## config.mk

```make
export PLATFORM = sky130hd
export DESIGN_NAME = ssc_profile_gen
export DESIGN_NICKNAME = d
export VERILOG_FILES = /design/src/rtl/ssc_pkg.sv /design/src/rtl/ssc_mode_decode.sv /design/src/rtl/ssc_half_period.sv /design/src/rtl/ssc_frac_step.sv /design/src/rtl/ssc_tri_seq.sv /design/src/rtl/ssc_profile_gen.sv
export SDC_FILE = /design/constraint.sdc
export NUM_CORES = 1
export LEC_CHECK = 0
export BUFFER_PORTS_ARGS = -buffer_cell sky130_fd_sc_hd__buf_2
export CAP_MARGIN = 20
export CORE_MARGIN = 1
export CORE_UTILIZATION = 55
export CTS_BUF_LIST = sky130_fd_sc_hd__clkbuf_16
export DETAILED_ROUTE_END_ITERATION = 10
export HOLD_SLACK_MARGIN = 0.1
export MAX_ROUTING_LAYER = met4
export PLACE_DENSITY = 0.75
export SLEW_MARGIN = 20
export SYNTH_ARGS = -nofsm -noshare
export SYNTH_HDL_FRONTEND = slang
export SYNTH_SLANG_ARGS = --single-unit
```

## constraint.sdc

```tcl
create_clock -name clk_i -period 11.92 [get_ports clk_i]
set_input_delay 0.596 -clock clk_i [delete_from_list [all_inputs] [get_ports clk_i]]
set_output_delay 0.596 -clock clk_i [all_outputs]
set_load 0.1 [all_outputs]
```

## src/rtl/ssc_pkg.sv

```systemverilog
// Shared profile encodings and amplitude spans (0.01 % units).
// Assumes spans fit the level width chosen by the top module.
package ssc_pkg;
    typedef enum logic [1:0] {
        SSC_CTR_WIDE   = 2'b00,
        SSC_CTR_NARROW = 2'b01,
        SSC_DN_SHALLOW = 2'b10,
        SSC_DN_DEEP    = 2'b11
    } ssc_mode_e;

    localparam int unsigned SWING_CTR_WIDE   = 300;
    localparam int unsigned SWING_CTR_NARROW = 100;
    localparam int unsigned SWING_DN_SHALLOW = 100;
    localparam int unsigned SWING_DN_DEEP    = 300;
endpackage

```

## src/rtl/ssc_mode_decode.sv

```systemverilog
// Decodes a profile select into its peak-to-trough span and its direction
// class (centre or down). Purely combinational.
// Assumes LVL_W is wide enough for the largest span.
module ssc_mode_decode
    import ssc_pkg::*;
#(
    parameter int LVL_W = 10
) (
    input  ssc_mode_e          mode_i,
    output logic [LVL_W-1:0]   span_o,
    output logic               down_o
);
    // Map each profile to its span and class
    always_comb begin
        unique case (mode_i)
            SSC_CTR_WIDE:   begin span_o = LVL_W'(SWING_CTR_WIDE);   down_o = 1'b0; end
            SSC_CTR_NARROW: begin span_o = LVL_W'(SWING_CTR_NARROW); down_o = 1'b0; end
            SSC_DN_SHALLOW: begin span_o = LVL_W'(SWING_DN_SHALLOW); down_o = 1'b1; end
            default:        begin span_o = LVL_W'(SWING_DN_DEEP);    down_o = 1'b1; end
        endcase
    end
endmodule

```

## src/rtl/ssc_half_period.sv

```systemverilog
// Derives the half-period (cycles per ramp) from the programmed period.
// The odd bit of the period is dropped. The result is never below the
// span, so the level steps at most once per cycle.
// Assumes PER_W >= LVL_W.
module ssc_half_period #(
    parameter int PER_W = 16,
    parameter int LVL_W = 10
) (
    input  logic [PER_W-1:0] period_i,
    input  logic [LVL_W-1:0] span_i,
    output logic [PER_W-1:0] half_o
);
    logic [PER_W-1:0] half_raw;
    logic [PER_W-1:0] span_ext;

    // Halve the period and clamp it to the span
    always_comb begin
        half_raw = period_i >> 1;
        span_ext = PER_W'(span_i);
        half_o   = (half_raw < span_ext) ? span_ext : half_raw;
    end
endmodule

```

## src/rtl/ssc_frac_step.sv

```systemverilog
// Fractional slope accumulator. Each advancing cycle adds the span to an
// error term. When the term reaches the half-period, one level step is
// issued and the half-period is subtracted. Over one half-period this
// yields exactly span steps.
// Assumes half_i >= span_i (guaranteed by ssc_half_period).
module ssc_frac_step #(
    parameter int PER_W = 16,
    parameter int LVL_W = 10
) (
    input  logic             clk_i,
    input  logic             rst_n_i,
    input  logic             adv_i,
    input  logic             clr_i,
    input  logic [LVL_W-1:0] span_i,
    input  logic [PER_W-1:0] half_i,
    output logic             step_o
);
    localparam int ACC_W = PER_W + 1;

    logic [ACC_W-1:0] err_q;
    logic [ACC_W-1:0] sum;

    // Candidate error and step decision for this cycle
    always_comb begin
        sum    = err_q + ACC_W'(span_i);
        step_o = adv_i && (sum >= ACC_W'(half_i));
    end

    // Error register: cleared on profile load, advanced while running
    always_ff @(posedge clk_i) begin
        if (!rst_n_i) begin
            err_q <= '0;
        end else if (clr_i) begin
            err_q <= '0;
        end else if (adv_i) begin
            err_q <= step_o ? (sum - ACC_W'(half_i)) : sum;
        end
    end
endmodule

```

## src/rtl/ssc_tri_seq.sv

```systemverilog
// Triangle level sequencer. Holds the level (0..span) and the ramp
// direction. It moves one unit per step and reverses at 0 and at span,
// flagging each reversal for one cycle.
// Assumes at most one step per cycle and a load level within 0..span.
module ssc_tri_seq #(
    parameter int LVL_W = 10
) (
    input  logic             clk_i,
    input  logic             rst_n_i,
    input  logic             load_i,
    input  logic [LVL_W-1:0] load_lvl_i,
    input  logic             load_up_i,
    input  logic             step_i,
    input  logic [LVL_W-1:0] span_i,
    output logic [LVL_W-1:0] level_o,
    output logic             turn_o
);
    logic [LVL_W-1:0] level_q;
    logic             up_q;
    logic             turn_q;
    logic [LVL_W-1:0] level_inc;
    logic [LVL_W-1:0] level_dec;

    // Neighbour levels
    always_comb begin
        level_inc = LVL_W'(level_q + 1'b1);
        level_dec = LVL_W'(level_q - 1'b1);
    end

    // Level, direction and reversal flag
    always_ff @(posedge clk_i) begin
        if (!rst_n_i) begin
            level_q <= '0;
            up_q    <= 1'b1;
            turn_q  <= 1'b0;
        end else if (load_i) begin
            level_q <= load_lvl_i;
            up_q    <= load_up_i;
            turn_q  <= 1'b0;
        end else if (step_i) begin
            if (up_q) begin
                level_q <= level_inc;
                if (level_inc == span_i) begin
                    up_q   <= 1'b0;
                    turn_q <= 1'b1;
                end else begin
                    turn_q <= 1'b0;
                end
            end else begin
                level_q <= level_dec;
                if (level_q == LVL_W'(1)) begin
                    up_q   <= 1'b1;
                    turn_q <= 1'b1;
                end else begin
                    turn_q <= 1'b0;
                end
            end
        end else begin
            turn_q <= 1'b0;
        end
    end

    assign level_o = level_q;
    assign turn_o  = turn_q;
endmodule

```

## src/rtl/ssc_profile_gen.sv

```systemverilog
// Triangular spread-spectrum offset generator (top).
// Produces a signed per-cycle offset in 0.01 % units for a clock
// synthesizer's modulation input. Profile and enable changes are latched
// only where the offset is zero, so the output moves by at most 1 per cycle.
// Assumes OFS_W > LVL_W + 1 and PER_W >= LVL_W.
module ssc_profile_gen
    import ssc_pkg::*;
#(
    parameter int PER_W = 16,
    parameter int LVL_W = 10,
    parameter int OFS_W = 12
) (
    input  logic                    clk_i,
    input  logic                    rst_n_i,
    input  logic [1:0]              mode_i,
    input  logic                    spread_en_i,
    input  logic [PER_W-1:0]        period_i,
    output logic signed [OFS_W-1:0] offset_o,
    output logic                    turn_o
);
    // Index 0: active profile, index 1: requested profile
    localparam int NCFG = 2;

    ssc_mode_e        act_mode_q;
    logic             act_en_q;
    ssc_mode_e        cfg_mode [NCFG];
    logic [LVL_W-1:0] cfg_span [NCFG];
    logic             cfg_down [NCFG];

    logic [PER_W-1:0]        half;
    logic [LVL_W-1:0]        level;
    logic [LVL_W-1:0]        load_lvl;
    logic signed [OFS_W-1:0] base;
    logic                    at_zero;
    logic                    cfg_diff;
    logic                    load;
    logic                    adv;
    logic                    step;

    assign cfg_mode[0] = act_mode_q;
    assign cfg_mode[1] = ssc_mode_e'(mode_i);

    for (genvar g = 0; g < NCFG; g++) begin : g_dec
        ssc_mode_decode #(.LVL_W(LVL_W)) dec_i (
            .mode_i (cfg_mode[g]),
            .span_o (cfg_span[g]),
            .down_o (cfg_down[g])
        );
    end

    // Offset from level: trough is -span (down) or -span/2 (centre)
    always_comb begin
        base     = -$signed(OFS_W'(cfg_down[0] ? cfg_span[0] : (cfg_span[0] >> 1)));
        offset_o = act_en_q ? (base + $signed(OFS_W'(level))) : '0;
    end

    // Decide whether a pending configuration is taken this cycle
    always_comb begin
        at_zero  = (offset_o == '0);
        cfg_diff = (spread_en_i != act_en_q) ||
                   (spread_en_i && (cfg_mode[1] != act_mode_q));
        load     = at_zero && cfg_diff;
        adv      = act_en_q && !load;
        load_lvl = cfg_down[1] ? cfg_span[1] : (cfg_span[1] >> 1);
    end

    // Active configuration registers
    always_ff @(posedge clk_i) begin
        if (!rst_n_i) begin
            act_en_q   <= 1'b0;
            act_mode_q <= SSC_CTR_WIDE;
        end else if (load) begin
            act_en_q   <= spread_en_i;
            act_mode_q <= cfg_mode[1];
        end
    end

    ssc_half_period #(.PER_W(PER_W), .LVL_W(LVL_W)) half_i (
        .period_i (period_i),
        .span_i   (cfg_span[0]),
        .half_o   (half)
    );

    ssc_frac_step #(.PER_W(PER_W), .LVL_W(LVL_W)) step_i (
        .clk_i   (clk_i),
        .rst_n_i (rst_n_i),
        .adv_i   (adv),
        .clr_i   (load),
        .span_i  (cfg_span[0]),
        .half_i  (half),
        .step_o  (step)
    );

    ssc_tri_seq #(.LVL_W(LVL_W)) seq_i (
        .clk_i      (clk_i),
        .rst_n_i    (rst_n_i),
        .load_i     (load),
        .load_lvl_i (load_lvl),
        .load_up_i  (!cfg_down[1]),
        .step_i     (step),
        .span_i     (cfg_span[0]),
        .level_o    (level),
        .turn_o     (turn_o)
    );
endmodule

```

==> run summary <==
Status: finished, final reports clean
Crit path time final: 5.74 ns
Largest net degree at the start of global routing: 32
H-tree depth: 2
Crit. Startpoint: act_mode_q[0]
Worst setup EP type: flop
Register area share after synthesis: 18.1%
Postcts setup bufs: 0
Drt wl/cell: 16.5 µm
Initial antenna violation count: 0
Fill cells: 541
Resized cells post-CTS: 0
Final ANT Viol Nets: 0
Count leader, synth: nor2_1
Flip-flop and latch area: 641 µm²
Synth Area in Adders: 14.4%
Share of the synthesized area in the top cell type: 18.1%
Post-route setup slack: 6.18 ns
WL final: 9.23 mm
Met2 wire length: 4.48 mm
Maxcap violations: 0
Met1 WL: 4.02 mm
Area of the mapped netlist: 3550 µm²
Antenna diodes: 0
Post-synth EDFFs: 0
Fraction of final layout cells sized beyond drive strength 1: 11.7%
Critical Path AT: 5.95 ns
Met3 wire len: 489 µm
Clock tree buffer depth: 2
Core area: 6060 µm²
Commonest cells post-synth: nor2_1 (43), ha_1 (36), nand2_1 (34)
Asr flop ratio synth: 0%
Post-synthesis xor/xnor area fraction: 7.90%
Vias: 3587
RSZ-0062 raised after global routing: false
Reg-to-Reg Start: act_mode_q[0]
Setup TNS: 0 ns
Worst-path clk slew: 0.06 ns
Die height: 82.3 µm
Static Leak: 0.00158 µW
# hold bufs at CTS: 0
Vias in the first global route: 3272
Final worst path period share: 48.2%
Compound-Gate Fraction of Synth Area: 25.2%
Die ar.: 6770 µm²
Post-Synth Simple-Gate Area: 24.4%
Clock sink count: 32
Pre-antenna DRT Iters: 5
Root buf cell: clkbuf_16
HPWL after DPL: 6.90 mm
Fin. Hold Viols: 0
Synth cell types: 68
Die X-Extent: 82.3 µm
Slew margin rel.: 46.2%
Post-Place Worst Slack: 6.22 ns
Net count of the mapped netlist: 521
Mux cell area share after synthesis: 4.30%
Final #Nets: 545
Post-synth top area cell: dfxtp_1
Flop and latch count out of synthesis: 32
DR top layer: met4
Clk_lat worst skew: 0.28 ns
Final setup fails: 0
Setup Skew: 0.00582 ns
TritonCTS clock tree: done
Startpoint Class: flop
Site Rows: 28
Cells after Synth: 461
Area growth syn-to-layout: 9.70%
Multi-input gate area: 2710 µm²
CTS Buf Count: 5
Min-delay worst type: reg -> reg
Slew at the pin closest to its max-slew limit: 0.808 ns
Worst path required time: 12.13 ns
Slew Limit Fails: 0
PD cells: 265 nW/µm²
FMAX: 174 MHz
Min-Delay Startpoint: step_i.err_q[8]
Number of remaining DRC errors: 0
Post-synthesis area per instance: 7.69 µm²
CP Max Fanout: 31
Initial core utilization: 58.5%
Largest cells by area after synthesis: dfxtp_1 (18%), ha_1 (13%), xnor2_1 (5.4%), a21oi_1 (4.7%), nor2_1 (4.6%)
IO Pins: 34
Global-route wire length before repair: 14.9 mm
Crit Path Class: reg -> reg
GRT Total Usage: 29.4%
Placer Congestion: 0.938
Main combinational cell family by area after synthesis: compound AO/OA/AOI/OAI gates
Total gr overflow: 0
Most used DFF post-synth: dfxtp_1
DR vias/cell: 6.39
Synthesis Warnings: 0
Port Buf Inserts: 32
Iteration-0 DRC Markers: 219
Max IR drop VDD: 0.000255 V
-- cell families (layout without fill, tap and decap cells) --
logic type	count (synthesis)	in the layout
and+or+nand+nor	170	170
AOI/OAI and AO/OA	128	128
buffers and inverters	45	70
adders and majority gates	39	39
xor gates and xnor gates	32	32
DFF	32	32
muxes	15	15
-- placed cells by master (no fill, tap or decap), types with 6 or more instances in the layout --
cell type	synthesis	layout
nand4_1	10	10
xnor2_1	22	22
buf_2	2	32
dfxtp_1	32	32
a21oi_1	33	33
a21o_1	7	7
nor3_1	19	19
mux2i_1	13	13
a211oi_1	15	15
nor2_1	43	43
xor2_1	10	10
o21ai_0	18	18
nor2b_1	8	8
a31oi_1	6	6
nand2_1	34	34
o21a_1	9	9
and3_1	6	6
nand3_1	18	18
ha_1	36	36
inv_1	28	28
nand2b_1	6	6
-- area by class of cell --
class	instances	share of cell area [%]
well taps	75	2.41
clock inverters	3	1.09
multi-input cells	384	69.7
inverters	29	2.80
flip-flops and latches	32	16.5
clock buffers	5	3.22
repair buffers	33	4.31
-- metal layers --
layer / vias up / track usage, %
met5: - / -
met4: 0 / 13.0
met3: 25 / 4.07
met2: 141 / 52.2
met1: 1675 / 32.6
li1: 1746 / -
-- stage by stage --
step | cell area, µm² | utilization (%) | std cells | total power (µW) | hold slack [ns]
after floorplan | 3550 | - | 461 | 752 | 0.465
after global placement | 3710 | 61.3 | 553 | 853 | 0.482
after CTS | 3890 | 64.2 | 561 | 1020 | 0.490
after detailed placement | 3720 | 61.4 | 553 | 872 | 0.482
final | 3890 | 64.2 | 561 | 1030 | 0.497
after global routing | 3890 | 64.2 | 561 | 1110 | 0.501
-- final timing paths --
kind,to,slack (ns),depth (start not counted)
worst min-delay path,step_i.err_q[8],0.50,2
worst max register to register,seq_i.level_o[6],6.18,16
worst min register to register,step_i.err_q[8],0.50,2
worst max-delay path,seq_i.level_o[6],6.18,16
-- where the power goes --
group          total, µW  internal, µW  switching (µW)
clock network        148          98.1            50.2
logic                712           251             461
registers            172           131            40.8
-- state kept, by name, indices dropped and copies added, names as in the netlist --
signal / flops
act_en_q: 1
act_mode_q: 2
seq_i.level_o: 10
seq_i.turn_o: 1
seq_i.up_q: 1
step_i.err_q: 17
-- worst max-delay path, cell delays in order, from the launching register on --
cell and delay [ns]:
dfxtp_1 0.41, inv_1 0.10, ha_1 0.52, ha_1 0.31, a211o_1 0.26, a311o_1 0.36, a21oi_1 0.55, o21ai_0 0.17
ha_1 0.40, nand4_1 0.18, a21oi_1 0.31, o31ai_1 0.16, a211o_1 0.37, a21bo_2 0.69, nand2_1 0.30, or3_1 0.41
a31oi_1 0.16
No activity file was read; power rests on OpenSTA's default activity.
